## src/rtl/modem_ctl_pkg.sv

```systemverilog
package modem_ctl_pkg;

    localparam int REG_W  = 8;
    localparam int CTRL_W = 5;
    localparam int MDM_N  = 4;

    // control bit positions
    localparam int B_DTR  = 0;
    localparam int B_RTS  = 1;
    localparam int B_AUX  = 2;
    localparam int B_OUT2 = 3;
    localparam int B_LOOP = 4;

    // modem input slots
    localparam int M_CTS = 0;
    localparam int M_DSR = 1;
    localparam int M_RI  = 2;
    localparam int M_CD  = 3;

    typedef struct packed {
        logic loop;
        logic out2;
        logic aux;
        logic rts;
        logic dtr;
    } mctl_t;

    typedef struct packed {
        logic cd;
        logic ri;
        logic dsr;
        logic cts;
    } mdm_t;

    // which control bit stands in for a modem input during loopback
    function automatic int loop_src(input int slot);
        case (slot)
            M_CTS:   return B_RTS;
            M_DSR:   return B_DTR;
            M_RI:    return B_AUX;
            default: return B_OUT2;
        endcase
    endfunction

endpackage

```

## src/rtl/mctl_reg.sv

```systemverilog
module mctl_reg
    import modem_ctl_pkg::*;
#(
    parameter int DATA_W = REG_W,
    parameter int KEEP_W = CTRL_W
) (
    input  logic              clk,
    input  logic              rst,
    input  logic              wr_en,
    input  logic [DATA_W-1:0] wr_data,
    output mctl_t             ctrl,
    output logic [DATA_W-1:0] rd_data
);
    localparam int PAD_W = DATA_W - KEEP_W;

    logic [KEEP_W-1:0] store_q;

    always_ff @(posedge clk) begin
        if (rst) begin
            store_q <= '0;
        end else if (wr_en) begin
            store_q <= wr_data[KEEP_W-1:0];
        end
    end

    assign ctrl    = mctl_t'(store_q);
    assign rd_data = {{PAD_W{1'b0}}, store_q};

endmodule

```

## src/rtl/mctl_route.sv

```systemverilog
module mctl_route
    import modem_ctl_pkg::*;
(
    input  mctl_t            ctrl,
    input  logic             core_tx,
    input  logic             pin_rx,
    input  logic [MDM_N-1:0] pin_mdm_n,
    output logic             core_rx,
    output logic             pin_tx,
    output logic [MDM_N-1:0] eff_mdm
);
    logic [CTRL_W-1:0] ctrl_v;
    assign ctrl_v = ctrl;

    always_comb begin
        if (ctrl.loop) begin
            pin_tx  = 1'b1;
            core_rx = core_tx;
        end else begin
            pin_tx  = core_tx;
            core_rx = pin_rx;
        end
    end

    for (genvar i = 0; i < MDM_N; i++) begin : g_mdm
        localparam int SRC = loop_src(i);
        assign eff_mdm[i] = ctrl.loop ? ctrl_v[SRC] : ~pin_mdm_n[i];
    end

endmodule

```

## src/rtl/mctl_drive.sv

```systemverilog
module mctl_drive
    import modem_ctl_pkg::*;
(
    input  mctl_t ctrl,
    input  logic  core_irq,
    output logic  pin_dtr_n,
    output logic  pin_rts_n,
    output logic  pin_op2_n,
    output logic  pin_irq_oe,
    output logic  pin_irq
);
    always_comb begin
        if (ctrl.loop) begin
            pin_dtr_n = 1'b1;
            pin_rts_n = 1'b1;
            pin_op2_n = 1'b1;
        end else begin
            pin_dtr_n = ~ctrl.dtr;
            pin_rts_n = ~ctrl.rts;
            pin_op2_n = ~ctrl.out2;
        end
        pin_irq_oe = ctrl.out2;
        pin_irq    = ctrl.out2 & core_irq;
    end

endmodule

```

## src/rtl/modem_ctl_loop.sv

```systemverilog
module modem_ctl_loop
    import modem_ctl_pkg::*;
(
    input  logic             clk,
    input  logic             rst,
    input  logic             wr_en,
    input  logic [REG_W-1:0] wr_data,
    output logic [REG_W-1:0] rd_data,
    input  logic             core_tx,
    output logic             core_rx,
    input  logic             core_irq,
    output logic             eff_cts,
    output logic             eff_dsr,
    output logic             eff_cd,
    output logic             eff_ri,
    output logic             pin_tx,
    input  logic             pin_rx,
    input  logic             pin_cts_n,
    input  logic             pin_dsr_n,
    input  logic             pin_cd_n,
    input  logic             pin_ri_n,
    output logic             pin_dtr_n,
    output logic             pin_rts_n,
    output logic             pin_op2_n,
    output logic             pin_irq_oe,
    output logic             pin_irq
);
    mctl_t ctrl;
    mdm_t  pins_n;
    mdm_t  eff;

    assign pins_n.cts = pin_cts_n;
    assign pins_n.dsr = pin_dsr_n;
    assign pins_n.cd  = pin_cd_n;
    assign pins_n.ri  = pin_ri_n;

    mctl_reg #(.DATA_W(REG_W), .KEEP_W(CTRL_W)) u_reg (
        .clk     (clk),
        .rst     (rst),
        .wr_en   (wr_en),
        .wr_data (wr_data),
        .ctrl    (ctrl),
        .rd_data (rd_data)
    );

    mctl_route u_route (
        .ctrl      (ctrl),
        .core_tx   (core_tx),
        .pin_rx    (pin_rx),
        .pin_mdm_n (pins_n),
        .core_rx   (core_rx),
        .pin_tx    (pin_tx),
        .eff_mdm   (eff)
    );

    mctl_drive u_drive (
        .ctrl       (ctrl),
        .core_irq   (core_irq),
        .pin_dtr_n  (pin_dtr_n),
        .pin_rts_n  (pin_rts_n),
        .pin_op2_n  (pin_op2_n),
        .pin_irq_oe (pin_irq_oe),
        .pin_irq    (pin_irq)
    );

    assign eff_cts = eff.cts;
    assign eff_dsr = eff.dsr;
    assign eff_cd  = eff.cd;
    assign eff_ri  = eff.ri;

endmodule

```

## config.mk

```make
export PLATFORM = sky130hd
export DESIGN_NAME = modem_ctl_loop
export DESIGN_NICKNAME = d
export VERILOG_FILES = /design/src/rtl/modem_ctl_pkg.sv /design/src/rtl/mctl_reg.sv /design/src/rtl/mctl_route.sv /design/src/rtl/mctl_drive.sv /design/src/rtl/modem_ctl_loop.sv
export SDC_FILE = /design/constraint.sdc
export NUM_CORES = 1
export LEC_CHECK = 0
export CELL_PAD_IN_SITES_DETAIL_PLACEMENT = 2
export CELL_PAD_IN_SITES_GLOBAL_PLACEMENT = 2
export CORE_ASPECT_RATIO = 1.2
export CORE_MARGIN = 1.5
export CORE_UTILIZATION = 12
export CTS_CLUSTER_DIAMETER = 30
export DETAILED_ROUTE_END_ITERATION = 7
export GPL_ROUTABILITY_DRIVEN = 0
export HOLD_SLACK_MARGIN = 0.12
export PLACE_DENSITY_LB_ADDON = 0.1
export SYNTH_ARGS = -nofsm -noshare
export SYNTH_HDL_FRONTEND = slang
export SYNTH_SLANG_ARGS = --single-unit
```

## constraint.sdc

```tcl
create_clock -name clk -period 1.1 [get_ports clk]
set_input_delay 0.22 -clock clk [delete_from_list [all_inputs] [get_ports clk]]
set_output_delay 0.22 -clock clk [all_outputs]
set_load 0.01 [all_outputs]
```

== After elaboration in Yosys (flattened, before gate mapping) ==
Cells that the tools add are included.
Widths: inputs -> output; s select.

* Flip-flop bits (word level): 5
* Input bits: 18
* Word-level logic and storage cells: 18
* Output and inout port bits: 19

* Bitwise operators: 8
* Muxes and demuxes: 9

{| class="wikitable"
|+ Operator list
! operator !! count
|-
| $mux 1 || 9
|-
| $not 1->1 || 7
|-
| $and 1x1->1 || 1
|}

== Logic depth before layout (Yosys ltp) ==
* Word-level depth: 2
* Gate-level depth with buffers: 3
* Depth with buffers taken out: 2

== By module ==
Synthesis repeated with hierarchy kept, for this count alone.

* Cells, all modules: 41
* Area, all modules: 349.1 µm²

{| class="wikitable"
|+ Modules (own cells, without submodules)
! module !! cells an instance !! instances !! area each (µm²)
|-
| mctl_reg || 25 || 1 || 244.0
|-
| mctl_route || 11 || 1 || 72.6
|-
| mctl_drive || 5 || 1 || 32.5
|}

== Least setup slack after synthesis ==
OpenSTA, ideal clock, no wires.

* Path type: register to output
* Start: reg u_reg.store_q[4] (netlist: u_reg.ctrl[4])
* End: out core_rx
* Path buffers: 1
* Slack: 0.047 ns
* Required time: 0.880 ns
* Cell stages (with the launch flop): 3
* Arrival time: 0.833 ns
* Cells stage by stage: dfxtp_1 buf_6 mux2_4

* Longest elaborated chain between the ends: 1

{| class="wikitable"
|+ RTL lines
! item !! line !! RTL
|-
| start: declaration || mctl_reg.sv:16 || <nowiki>logic [KEEP_W-1:0] store_q;</nowiki>
|-
| start signal: assignment || mctl_reg.sv:22 || <nowiki>store_q <= wr_data[KEEP_W-1:0];</nowiki>
|-
| $mux 1 || mctl_route.sv:16 || <nowiki>if (ctrl.loop) begin</nowiki>
|-
| end: declaration || modem_ctl_loop.sv:10 || <nowiki>output logic core_rx,</nowiki>
|}

No other way between the ends.

== Final worst setup path ==
Same ends and word-level chain as after synthesis.

==> key figures <==
Drt
  • Vias/cell: roughly 3.4
  • Total Wirelength: 1100 um
  • Met3 wire len: 105 um
  • Met2 WL: 588 um
  • Initial DRC count: 3
  • M1 WL: 409 um
  • Drt drc: 0
  • DRT antenna net count: 0
  • DR vias: ~370
  • DR pass1 iterations: 2
  • Routed len/inst: 10.4 um
  • Top sig layer: met3

Floorplanning
  • Site row count: 20
  • Die area: 3010 um2
  • Total core area: 2550 um2
  • Chip width: 50.3 um
  • Die Y: 59.8 um
  • Ports: 37
  • Initial Util: 12.6%

Logic synthesis
  • Yosys reg bits: 5
  • Count leader, synth: mux2i_1
  • Register area share after synthesis: 31.0%
  • EDFF count, synth: 0
  • Share of the synthesized area in the top cell type: 31.0%
  • Biggest area consumer among synthesized cells: dfxtp_1
  • Commonest cells post-synth: 9 x mux2i_1, 5 x buf_4, 5 x dfxtp_1, 5 x nor2_1, 4 x inv_1
  • Async SR Flop Fraction: 0%
  • Primary FF master, synth: dfxtp_1
  • Synth Area per Inst: 8.97 um2
  • Synth area leaders: dfxtp_1 31%, mux2i_1 28%, buf_4 12%
  • Library cells used by synthesis: 11
  • Mapped Cells: 36
  • Ys Warns: 0
  • Synthesized cell area: 323 um2

Cells and area
  • Share of cells above drive strength 1: 41.1%
  • Area Overhead vs Synth: 103%
  • Max FFs per register: 5
  • Inserted Diodes: 0
  • Layout Utilization: 25.7%
  • Final instance area: 657 um2
  • Nets@finish: 92

STA
  • Final Hold Vio Count: 0
  • Setup TNS: -1.15 ns
  • Setup Skew: 0 ns
  • Fin. max-slew vios: 0
  • Max Freq: 751 MHz
  • Final Cycle Share: 121%
  • Period minus WS final: 1.33 ns
  • Setup violations, final: 9
  • Final WS setup: -0.232 ns
  • Unrepaired setup endpoints after global routing: true

Hold path
  • Endpoint, Worst Hold: u_reg.ctrl[2]
  • Worst hold path type: flop to flop
  • Hold Crit Depth: 3
  • Hold_sp: u_reg.ctrl[2]

Clock tree
  • CTS clk-pin slew, worst paths: 0.04 ns
  • Clk sinks: 5
  • Max clock buf depth: 2
  • H-tree depth: 1
  • CTS tree: built
  • Root Driver: clkbuf_4
  • CTS buffer count: 3
  • Buffer count from post-CTS setup fixing: 0
  • Insertion delay to the later sink of the worst-skew pair: ~0.24 ns

Setup path
  • Worst Path Required: 0.88 ns
  • Crit-path max cell delay: 0.33 ns
  • Crit Reg-Reg Endpoint: u_reg.ctrl[3]
  • Kind of end point of the critical path: output port
  • CP startpoint kind: flop
  • Critical path class: flop to output port
  • Worst reg-to-reg setup slack: 0.31 ns
  • Reg2Reg Depth: 3
  • Worst EP arrival: 1.11 ns
  • Slowest stage cell, crit path: dfxtp_2
  • Cell Chain, Critical Path: buf_6, mux2_4, buf_6
  • Top cell by count, worst path: buf_6
  • Worst reg2reg startpoint: u_reg.ctrl[3]
  • CP Max Fanout: 6

Place
  • Final HPWL DP: 912 um
  • Port Buffers: 30
  • Dpl cell area: approximately 680 um2

Global route
  • Global-route wire length before repair: 1750 um
  • Initial antenna violation count: 0
  • GRT Resource Usage Total: around 8%
  • Pin count of the biggest net entering global routing: 7
  • Grt ovf: 0
  • Vias in the first global route: 368

Status
  • Status: finished with violations
  • Failing checks: negative setup slack

Power
  • Peak supply drop: ~0.45 mV
  • PD cells: between 900 and 1000 nW/um2
  • Leakage: 0.309 nW

Job
  • Max Cap Violations: 0
[power by group]
part / internal, W / switching (W)
Combinational: 0.000122 / 0.0000795
Clock: 0.000137 / 0.0000755
Sequential: 0.000193 / 0.00000754
Total: 0.000452 / 0.000162
[metrics by stage]
step	cells	hold slack (ns)	setup slack (ns)	power, W
3_3_place_gp	102	0.588	-0.475	0.000433
6_report	106	0.595	-0.232	0.000615
4_1_cts	106	0.595	-0.254	0.000628
3_5_place_dp	102	0.595	-0.503	0.000435
5_1_grt	106	0.610	-0.279	0.000655
2_1_floorplan	38	0.292	0.0472	0.000295
[placed cells by master (no fill, tap or decap)]
cell / instances
and2_4: 1
buf_2: 12
buf_4: 6
buf_6: 4
clkbuf_1: 1
clkbuf_4: 3
clkdlybuf4s15_1: 1
clkdlybuf4s50_1: 13
conb_1: 3
dfxtp_1: 2
dfxtp_2: 2
dfxtp_4: 1
dlygate4sd2_1: 1
inv_1: 4
mux2_4: 1
mux2i_1: 9
nand2b_1: 3
nor2_1: 5
or2_1: 1
[worst max-delay path: cells and delay by family (launching register included)]
family,cells,cell delay [ns]
DFF,1,0.33
muxes,1,0.30
buffers and inverters,2,0.24
[final cells by class]
cell class,count,area (um2)
multi-input combinational,23,169
fill,328,1900
clock buffer,4,26.3
tap,33,41.3
sequential,5,106
inverter,4,15.0
timing repair buffer,37,299
[worst max path at each step]
stage	to	startpoint	cells after the start	slack, ns
after floorplan	core_rx	u_reg.ctrl[4]	2	0.05
after global placement	core_rx	core_tx	3	-0.47
after detailed placement	core_rx	core_tx	3	-0.50
after CTS	core_rx	u_reg.ctrl[4]	3	-0.25
after global routing	core_rx	u_reg.ctrl[4]	3	-0.28
final	core_rx	u_reg.ctrl[4]	3	-0.23
[per-layer routing]
| metal | GRT usage, % | vias to the layer above |
|---|---|---|
| met5 | 0 | - |
| met4 | 3.47 | 0 |
| met3 | 4.50 | 0 |
| met2 | 14.5 | 20 |
| met1 | 7.56 | 168 |
| li1 | - | 177 |
[what timing repair did]
action	in CTS	in global routing
hold buffers	0	0
gates resized for setup	68	4
setup endpoints to repair	16	12
pin swaps	2	2
[cell families (layout without fill, tap and decap cells)]
logic type	Yosys count	in the layout	synth area share, %
and+or+nand+nor	10	10	15.5
buffers and inverters	10	45	19.8
other	1	3	1.16
muxes	10	10	32.6
DFF	5	5	31.0
Power figures use the tool's default switching activity.
